**config.mk**
```make
export PLATFORM = sky130hd
export DESIGN_NAME = r22_sdf_pair
export DESIGN_NICKNAME = d
export VERILOG_FILES = /design/src/rtl/r22_pkg.sv /design/src/rtl/r22_delay.sv /design/src/rtl/r22_bf.sv /design/src/rtl/r22_ctrl.sv /design/src/rtl/r22_sdf_pair.sv
export SDC_FILE = /design/constraint.sdc
export NUM_CORES = 1
export LEC_CHECK = 0
export ABC_CLOCK_PERIOD_IN_PS = 7900
export BUFFER_PORTS_ARGS = -buffer_cell sky130_fd_sc_hd__buf_4
export CORE_MARGIN = 2
export CORE_UTILIZATION = 50
export CTS_BUF_LIST = sky130_fd_sc_hd__clkbuf_4
export DETAILED_ROUTE_END_ITERATION = 7
export GPL_ROUTABILITY_DRIVEN = 0
export HOLD_SLACK_MARGIN = 0.1
export PLACE_DENSITY_LB_ADDON = 0.15
export SYNTH_ARGS = -nofsm -noshare
export SYNTH_HDL_FRONTEND = slang
export SYNTH_SLANG_ARGS = --single-unit
export TNS_END_PERCENT = 10
```
**constraint.sdc**
```tcl
create_clock -name clk_i -period 7.9 [get_ports clk_i]
set_clock_uncertainty 0.15 [all_clocks]
set_input_delay 1.185 -clock clk_i [delete_from_list [all_inputs] [get_ports clk_i]]
set_output_delay 1.185 -clock clk_i [all_outputs]
set_load 0.01 [all_outputs]
```
**src/rtl/r22_pkg.sv**
```systemverilog
package r22_pkg;

  typedef enum logic {
    BF_LOAD = 1'b0,
    BF_CALC = 1'b1
  } bf_phase_e;

  // cycles from the start-sample edge until the first aligned output edge
  function automatic int fill_latency(input int n);
    return (3 * n) / 4 + 1;
  endfunction

endpackage

```
**src/rtl/r22_delay.sv**
```systemverilog
module r22_delay #(
  parameter int W = 8,
  parameter int D = 4
) (
  input  logic         clk_i,
  input  logic         rst_ni,
  input  logic [W-1:0] d_i,
  output logic [W-1:0] q_o
);

  logic [W-1:0] sr_q [D];

  always_ff @(posedge clk_i or negedge rst_ni) begin
    if (!rst_ni) begin
      for (int i = 0; i < D; i++) sr_q[i] <= '0;
    end else begin
      sr_q[0] <= d_i;
      for (int i = 1; i < D; i++) sr_q[i] <= sr_q[i-1];
    end
  end

  assign q_o = sr_q[D-1];

endmodule

```
**src/rtl/r22_bf.sv**
```systemverilog
module r22_bf
  import r22_pkg::*;
#(
  parameter int W_IN  = 12,
  parameter int W_OUT = 13,
  parameter int DIST  = 8,
  parameter int ROT   = 0
) (
  input  logic                    clk_i,
  input  logic                    rst_ni,
  input  bf_phase_e               phase_i,
  input  logic                    rot_i,
  input  logic signed [W_IN-1:0]  in_re_i,
  input  logic signed [W_IN-1:0]  in_im_i,
  output logic signed [W_OUT-1:0] out_re_o,
  output logic signed [W_OUT-1:0] out_im_o
);

  localparam int EXT = W_OUT - W_IN;

  logic signed [W_OUT-1:0] x_re, x_im, b_re, b_im;
  logic signed [W_OUT-1:0] a_re, a_im, d_re, d_im;
  logic        [2*W_OUT-1:0] dly_d, dly_q;

  assign x_re = {{EXT{in_re_i[W_IN-1]}}, in_re_i};
  assign x_im = {{EXT{in_im_i[W_IN-1]}}, in_im_i};

  generate
    if (ROT != 0) begin : g_rot
      // multiply by -j: (re, im) -> (im, -re)
      assign b_re = rot_i ? x_im  : x_re;
      assign b_im = rot_i ? -x_re : x_im;
    end else begin : g_pass
      logic unused_rot;
      assign unused_rot = rot_i;
      assign b_re = x_re;
      assign b_im = x_im;
    end
  endgenerate

  r22_delay #(.W(2 * W_OUT), .D(DIST)) u_fb (
    .clk_i (clk_i),
    .rst_ni(rst_ni),
    .d_i   (dly_d),
    .q_o   (dly_q)
  );

  assign a_re = dly_q[2*W_OUT-1:W_OUT];
  assign a_im = dly_q[W_OUT-1:0];

  always_comb begin
    if (phase_i == BF_CALC) begin
      out_re_o = a_re + b_re;
      out_im_o = a_im + b_im;
      d_re     = a_re - b_re;
      d_im     = a_im - b_im;
    end else begin
      out_re_o = a_re;
      out_im_o = a_im;
      d_re     = b_re;
      d_im     = b_im;
    end
  end

  assign dly_d = {d_re, d_im};

endmodule

```
**src/rtl/r22_ctrl.sv**
```systemverilog
module r22_ctrl
  import r22_pkg::*;
#(
  parameter int N = 16
) (
  input  logic      clk_i,
  input  logic      rst_ni,
  input  logic      start_i,
  output bf_phase_e ph1_o,
  output bf_phase_e ph2_o,
  output logic      rot2_o,
  output logic      vld_o
);

  localparam int L   = $clog2(N);
  localparam int LAT = fill_latency(N);
  localparam int FW  = $clog2(LAT + 1) + 1;

  logic [L-1:0]  cnt_q, cur, idx_q;
  logic [FW-1:0] fill_q;
  logic          vld_q;

  assign cur = start_i ? '0 : cnt_q;

  // idx_q is the count of the sample now in the inter-butterfly register
  assign ph1_o  = bf_phase_e'(cur[L-1]);
  assign ph2_o  = bf_phase_e'(idx_q[L-2]);
  assign rot2_o = ~idx_q[L-1] & idx_q[L-2];
  assign vld_o  = vld_q;

  always_ff @(posedge clk_i or negedge rst_ni) begin
    if (!rst_ni) begin
      cnt_q <= '0;
      idx_q <= '0;
    end else begin
      cnt_q <= cur + 1'b1;
      idx_q <= cur;
    end
  end

  always_ff @(posedge clk_i or negedge rst_ni) begin
    if (!rst_ni) begin
      fill_q <= '0;
      vld_q  <= 1'b0;
    end else if (start_i) begin
      fill_q <= FW'(1);
      vld_q  <= 1'b0;
    end else if (!vld_q && fill_q != '0) begin
      if (fill_q == FW'(LAT)) vld_q  <= 1'b1;
      else                    fill_q <= fill_q + 1'b1;
    end
  end

endmodule

```
**src/rtl/r22_sdf_pair.sv**
```systemverilog
module r22_sdf_pair
  import r22_pkg::*;
#(
  parameter int N  = 16,
  parameter int DW = 12
) (
  input  logic                 clk_i,
  input  logic                 rst_ni,
  input  logic                 start_i,
  input  logic signed [DW-1:0] in_re_i,
  input  logic signed [DW-1:0] in_im_i,
  output logic signed [DW+1:0] out_re_o,
  output logic signed [DW+1:0] out_im_o,
  output logic                 out_valid_o
);

  localparam int W1 = DW + 1;
  localparam int W2 = DW + 2;

  bf_phase_e ph1, ph2;
  logic      rot2;

  logic signed [W1-1:0] b1_re, b1_im, z1_re_q, z1_im_q;
  logic signed [W2-1:0] b2_re, b2_im;

  r22_ctrl #(.N(N)) u_ctrl (
    .clk_i  (clk_i),
    .rst_ni (rst_ni),
    .start_i(start_i),
    .ph1_o  (ph1),
    .ph2_o  (ph2),
    .rot2_o (rot2),
    .vld_o  (out_valid_o)
  );

  r22_bf #(.W_IN(DW), .W_OUT(W1), .DIST(N / 2), .ROT(0)) u_bf1 (
    .clk_i   (clk_i),
    .rst_ni  (rst_ni),
    .phase_i (ph1),
    .rot_i   (1'b0),
    .in_re_i (in_re_i),
    .in_im_i (in_im_i),
    .out_re_o(b1_re),
    .out_im_o(b1_im)
  );

  always_ff @(posedge clk_i or negedge rst_ni) begin
    if (!rst_ni) begin
      z1_re_q <= '0;
      z1_im_q <= '0;
    end else begin
      z1_re_q <= b1_re;
      z1_im_q <= b1_im;
    end
  end

  r22_bf #(.W_IN(W1), .W_OUT(W2), .DIST(N / 4), .ROT(1)) u_bf2 (
    .clk_i   (clk_i),
    .rst_ni  (rst_ni),
    .phase_i (ph2),
    .rot_i   (rot2),
    .in_re_i (z1_re_q),
    .in_im_i (z1_im_q),
    .out_re_o(b2_re),
    .out_im_o(b2_im)
  );

  always_ff @(posedge clk_i or negedge rst_ni) begin
    if (!rst_ni) begin
      out_re_o <= '0;
      out_im_o <= '0;
    end else begin
      out_re_o <= b2_re;
      out_im_o <= b2_im;
    end
  end

endmodule

```
==> run summary, run 1 <==
Initial antenna violation count = 2
Clock tree from TritonCTS = built
Number of global-route vias before repair = 10.39k
Commonest cells after routing, fill and taps aside = dfrtp_1 (385), clkbuf_4 (133), nand2_1 (111), ha_1 (111), inv_1 (102)
Pwr Density = 266.3 mW/mm^2
Clock tree buffer depth = 3
Worst-skew pair later-pin latency = 0.80 ns
Rel. slew slack = 20.68%
# setup viols final = 0
Worst slew pin tran = 1.184 ns
Gr ovfl total = 0
Post-CTS sizing = 0
Fmax = 226.5 MHz
Gr usage total = 19.54%
Int Pwr = 3.416 mW
First-pass GRT wire length = 51.90 mm
Storage cell area = 0.009661 mm^2
Hold Path Class = reg2reg
Clock share of power = 32.4%
Static Leak = 8.543 nW
Post-route DRC = 0
Multi-input logic area = 0.005995 mm^2
Synthesized area per cell = 11.70 um^2
Yosys reg bits = 386
Max-cap violation count = 0
# hold bufs at CTS = 0
Fraction of registers with async set/reset = 100.0%
Hold Vio Cnt, Final = 0
Num CTS Buffers = 94
Die area = 0.03390 mm^2
Netlist Area Pre-Place = 0.01622 mm^2
Nets = 1642
Die X = 184.1 um
DIE HEIGHT = 184.1 um
Outcome = complete, no violations
Unique masters post-synth = 73
Gate Count Post-Synth = 1386
Crit Path Max Fanout = 27
CTS sink cnt = 386
Final wirelength = 30.69 mm
DR vias = 10.01k
Sw Share = 29.51%
Starting Density = 51.14%
Warnings, synthesis = 0
CP arrival = 4.93 ns
Initial DRC Count = 548
Tcrit/Tclk final = 55.89%
Layout area overhead = 12.20%
# Post-CTS Setup Buffers = 0
RSZ-0062 raised after global routing = no
VDD IR-drop max = 0.1563 mV
Overall Power = 4.846 mW
Post-synth EDFFs = 0
Primary FF master, synth = dfrtp_1
Share of cells above drive strength 1 = 15.90%
I/O Pins = 56
Dpl cell area = 0.01702 mm^2
Sequential element share of the synthesized area = 59.54%
Drt wl/cell = 15.56 um
Final Util = 57.38%
Cell row count = 65
Clock-pin slew on the worst setup and hold paths = 0.07 ns
Req. time, crit path = 8.41 ns
Kind of end point of the critical path = register
Fin. max-slew vios = 0
Min Clock Period, post-route = 4.416 ns
Worst setup SP type = register
Comb power frac = 20.3%
Post-route ant nets = 0
Dpl hpwl = 20.98 mm
Sequential share of power = 47.3%
TritonRoute pass-1 iters = 4
Switch Pwr = 1.430 mW
CTS root buffer = clkbuf_4
Worst hold slack = 0.1736 ns
Post-DR vias/cell = 5.076
Most common cell after layout, fill and taps aside = dfrtp_1
Port bufs = 55
Largest net degree at the start of global routing = 189
Final instance area = 0.01820 mm^2
Max H-tree Level = 3
TNS Setup = 0 ns
WS Path Type = reg2reg
Filler cell count = 2745
Core area = 0.03172 mm^2
Net Count, Synth = 1532
[worst max-delay path: stages, from the launching register on]
cell	delay [ns]
dfrtp_2	0.66
nor2b_2	1.03
nand2_1	0.09
o21ai_0	0.15
ha_1	0.25
inv_1	0.07
fa_1	0.42
nand2b_1	0.16
a21oi_1	0.18
o21ai_0	0.17
a21oi_1	0.39
a31oi_1	0.17
xnor2_1	0.15
mux2_2	0.26
[per-layer routing]
metal | vias to the layer above | wire length, um | global-route usage, %
li1 | 4922 | - | -
met1 | 4863 | 15290 | 28.21
met2 | 167 | 13530 | 28.72
met3 | 58 | 1125 | 4.505
met4 | 0 | 736 | 7.840
met5 | - | 0 | 0
[kinds of logic after synthesis]
kind of cell	count (synthesis)	synth area share, %
AO/OA/AOI/OAI	290	11.05
flip-flops	386	59.54
multiplexers	32	2.144
adder cells (fa/ha/maj)	119	9.549
buffers and inverters	150	3.563
AND/OR/NAND/NOR	315	9.078
XOR/XNOR	94	5.075
[registers in the layout, summed over array words and instances, names as in the netlist]
register	flops
u_bf2.u_fb.sr_q	84
out_im_o	14
u_ctrl.idx_q	2
u_ctrl.fill_q	5
out_re_o	14
u_ctrl.cnt_q	4
z1_re_q	13
u_bf1.u_fb.q_o	26
z1_im_q	13
u_ctrl.vld_o	1
u_bf1.u_fb.sr_q	182
u_bf2.u_fb.q_o	28
[stage by stage]
stage | setup slack [ns] | instances
finish | 3.484 | 1972
global route | 3.119 | 1972
CTS | 3.470 | 1968
detailed placement | 3.477 | 1802
global placement | 3.591 | 1802
floorplan | 4.540 | 1386
[worst paths after layout]
| check | slack, ns | startpoint | cells after the start | to |
|---|---|---|---|---|
| max reg2reg | 3.48 | u_ctrl.idx_q[2] | 13 | out_re_o[10] |
| max in group asynchronous | 5.72 | rst_ni | 2 | u_ctrl.idx_q[2] |
| max | 3.48 | u_ctrl.idx_q[2] | 13 | out_re_o[10] |
| min | 0.17 | u_bf1.u_fb.sr_q[57] | 0 | u_bf1.u_fb.sr_q[31] |
| min in group asynchronous | 0.35 | rst_ni | 1 | u_ctrl.fill_q[4] |
| min reg2reg | 0.17 | u_bf1.u_fb.sr_q[57] | 0 | u_bf1.u_fb.sr_q[31] |
[cell usage after synthesis (all sizes together), types with 16 or more instances]
cell / n / area [um^2]
nand2: 111 / 416.7
inv: 104 / 390.4
xnor2: 70 / 613.1
ha: 111 / 1389
dfrtp: 386 / 9659
a21oi: 95 / 479.2
nand2b: 20 / 125.1
xor2: 24 / 210.2
mux2: 19 / 214.0
clkbuf: 30 / 112.6
nor3: 21 / 110.1
nor2: 93 / 349.1
nor2b: 16 / 100.1
o21ai: 87 / 439.2
[final cells by class]
class / instances / area share (%)
Antenna cell: 4 / 0.05499
Clock buffer: 133 / 5.486
Clock inverter: 33 / 0.9761
Inverter: 105 / 2.165
Multi-Input combinational cell: 850 / 32.93
Sequential cell: 386 / 53.08
Tap cell: 402 / 2.763
Timing Repair Buffer: 59 / 2.543
[power groups by stage]
stage	Combinational, mW	Clock [mW]	Sequential [mW]
2_1_floorplan	0.707	0	2.30
3_3_place_gp	0.970	0	2.33
3_5_place_dp	0.979	0	2.33
4_1_cts	0.989	1.64	2.30
5_1_grt	1.11	1.76	2.32
6_report	0.984	1.57	2.29
Power figures use the tool's default switching activity.
==> run 2: changes to the inputs <==
--- a/config.mk
+++ b/config.mk
@@ -5,7 +5,7 @@
 export SDC_FILE = /design/constraint.sdc
 export NUM_CORES = 1
 export LEC_CHECK = 0
-export ABC_CLOCK_PERIOD_IN_PS = 7900
+export ABC_CLOCK_PERIOD_IN_PS = 3610
 export BUFFER_PORTS_ARGS = -buffer_cell sky130_fd_sc_hd__buf_4
 export CORE_MARGIN = 2
 export CORE_UTILIZATION = 50
==> constraint.sdc (replaced) <==
create_clock -name clk_i -period 3.61 [get_ports clk_i]
set_clock_uncertainty 0.15 [all_clocks]
set_input_delay 0.5415 -clock clk_i [delete_from_list [all_inputs] [get_ports clk_i]]
set_output_delay 0.5415 -clock clk_i [all_outputs]
set_load 0.01 [all_outputs]
==> run 2 against run 1 <==
Sequential power increased by 120%. Global-route usage increased by 0.51 points. Critical endpoint is now u_bf2.u_fb.sr_q[95]. Non-clock buffer count is 42 higher. Critical path type unchanged. Setup slack got worse by 3.3 ns.
==> run summary, run 2 (synthesis gave the netlist of run 1 again) <==
Outcome = complete, no violations
CP arrival = 3.84 ns
Worst setup SP type = register
Hold Path Stages = 0
RSZ-0062 raised after global routing = no
Final wirelength = 31.87 mm
Hold Vio Cnt, Final = 0
Max-cap violation count = 0
Worst-skew pair later-pin latency = 0.80 ns
Commonest cells after routing, fill and taps aside = dfrtp_1 (385), clkbuf_4 (135), nand2_1 (111)
Port bufs = 55
Dpl cell area = 0.01715 mm^2
Worst slew pin tran = 0.6704 ns
RR Endpoint = u_bf2.u_fb.sr_q[95]
Max H-tree Level = 3
Hold Path Class = reg2reg
Share of cells above drive strength 1 = 17.75%
I/O Pins = 56
Core area = 0.03172 mm^2
Post-DR vias/cell = 5.128
Hold path start = u_bf2.u_fb.sr_q[56]
Initial antenna violation count = 1
Drt wl/cell = 15.91 um
Largest register FFs = 182
Final instance area = 0.01870 mm^2
DR vias = 10.27k
Overall Power = 10.69 mW
Dpl cells = 1815
Launch point of the worst reg-to-reg path = z1_re_q[0]
DIE HEIGHT = 184.1 um
Nets = 1684
Metal2 WL = 14.66 mm
Tcrit/Tclk final = 94.40%
Static Leak = 8.753 nW
R2r setup slk = 0.20 ns
Kind of end point of the critical path = register
Gr usage total = 20.05%
Largest Register = u_bf1.u_fb.sr_q
Clock-pin slew on the worst setup and hold paths = 0.07 ns
TritonRoute pass-1 iters = 5
CTS sink cnt = 386
Fin. max-slew vios = 0
Rel. slew slack = 55.04%
Starting Density = 51.14%
Setup crit start = z1_re_q[0]
# setup viols final = 0
Post-Route M1 WL = 15.14 mm
Worst R2R Path Depth = 16
VDD IR-drop max = 0.3238 mV
Top sig layer = met4
Post-route DRC = 0
Post-route ant nets = 0
Largest net degree at the start of global routing = 101
Crit Path Max Fanout = 4
Routed wl met3 = 1.273 mm
Non-Filler Instances = 2003
Req. time, crit path = 4.04 ns
Pwr Density = 571.7 mW/mm^2
Gr ovfl total = 0
Layout area overhead = 15.26%
First-pass GRT wire length = 52.92 mm
Die area = 0.03390 mm^2
Most common cell after layout, fill and taps aside = dfrtp_1
CTS root buffer = clkbuf_4
Fmax = 293.4 MHz
WS Path Type = reg2reg
Clock tree buffer depth = 3
Die X = 184.1 um
Clock tree from TritonCTS = built
Number of global-route vias before repair = 10.54k
Sink of the worst hold path = u_bf2.u_fb.sr_q[28]
Num CTS Buffers = 94
Dpl hpwl = 21.84 mm
Cell row count = 65
TNS Setup = 0 ns
Min Clock Period, post-route = 3.408 ns
Initial DRC Count = 573
==> run 2: worst max-delay path by stage <==
stage	to	slack, ns	cells past startpoint
global placement	out_im_o[11]	0.27	16
CTS	out_im_o[11]	0.03	16
detailed placement	out_im_o[11]	0.13	16
floorplan	out_re_o[10]	0.25	16
finish	u_bf2.u_fb.sr_q[95]	0.20	16
global route	u_bf2.u_fb.sr_q[95]	0.006	16
==> run 2: what timing repair did <==
action,4_1_cts,5_1_grt
gates resized for setup,0,21
hold endpoints to repair,429,0
hold buffers,27,0
buffers inserted,0,2
endpoints found under the setup margin,0,9
==> run 2: area by class of cell <==
type	instances	area [um^2]
clock inverters	23	130.1
multi-input cells	850	6100
clock buffers	135	1013
diodes	1	2.502
well taps	402	503.0
fillers	2592	13020
inverters	105	394.1
repair buffers	101	893.4
flip-flops and latches	386	9661
==> run 2: critical path, cell delays in order, from the launching register on <==
cell and delay, ns:
dfrtp_1 0.41, inv_2 0.08, ha_2 0.18, nand2_1 0.07, or2_2 0.32, nor2_2 0.10
xnor2_1 0.06, mux2i_1 0.21, inv_1 0.13, ha_2 0.33, nor2b_1 0.21, nor4_2 0.07
a21oi_2 0.23, a31oi_2 0.15, o31ai_2 0.23, xnor2_1 0.15, a21oi_1 0.08
==> run 2: power by group <==
part	total [mW]	switching (mW)	internal, mW
clock	3.38	1.65	1.73
sequential	5.01	0.234	4.78
combinational	2.30	1.30	0.992
total	10.7	3.19	7.50
==> run 2: metrics by stage <==
stage / setup WS, ns / util (%) / hold WS, ns
after floorplan: 0.2499 / - / 0.09591
after global placement: 0.2718 / 54.07 / 0.1814
after detailed placement: 0.1298 / 54.07 / 0.1847
after CTS: 0.03197 / 58.56 / 0.1084
after global routing: 0.005746 / 58.95 / 0.1375
final: 0.2020 / 58.95 / 0.1259
==> run 2: routing by layer <==
layer | vias up | track usage, %
li1 | 4999 | -
met1 | 5006 | 27.63
met2 | 210 | 30.81
met3 | 56 | 4.821
met4 | 0 | 8.096
met5 | - | 0
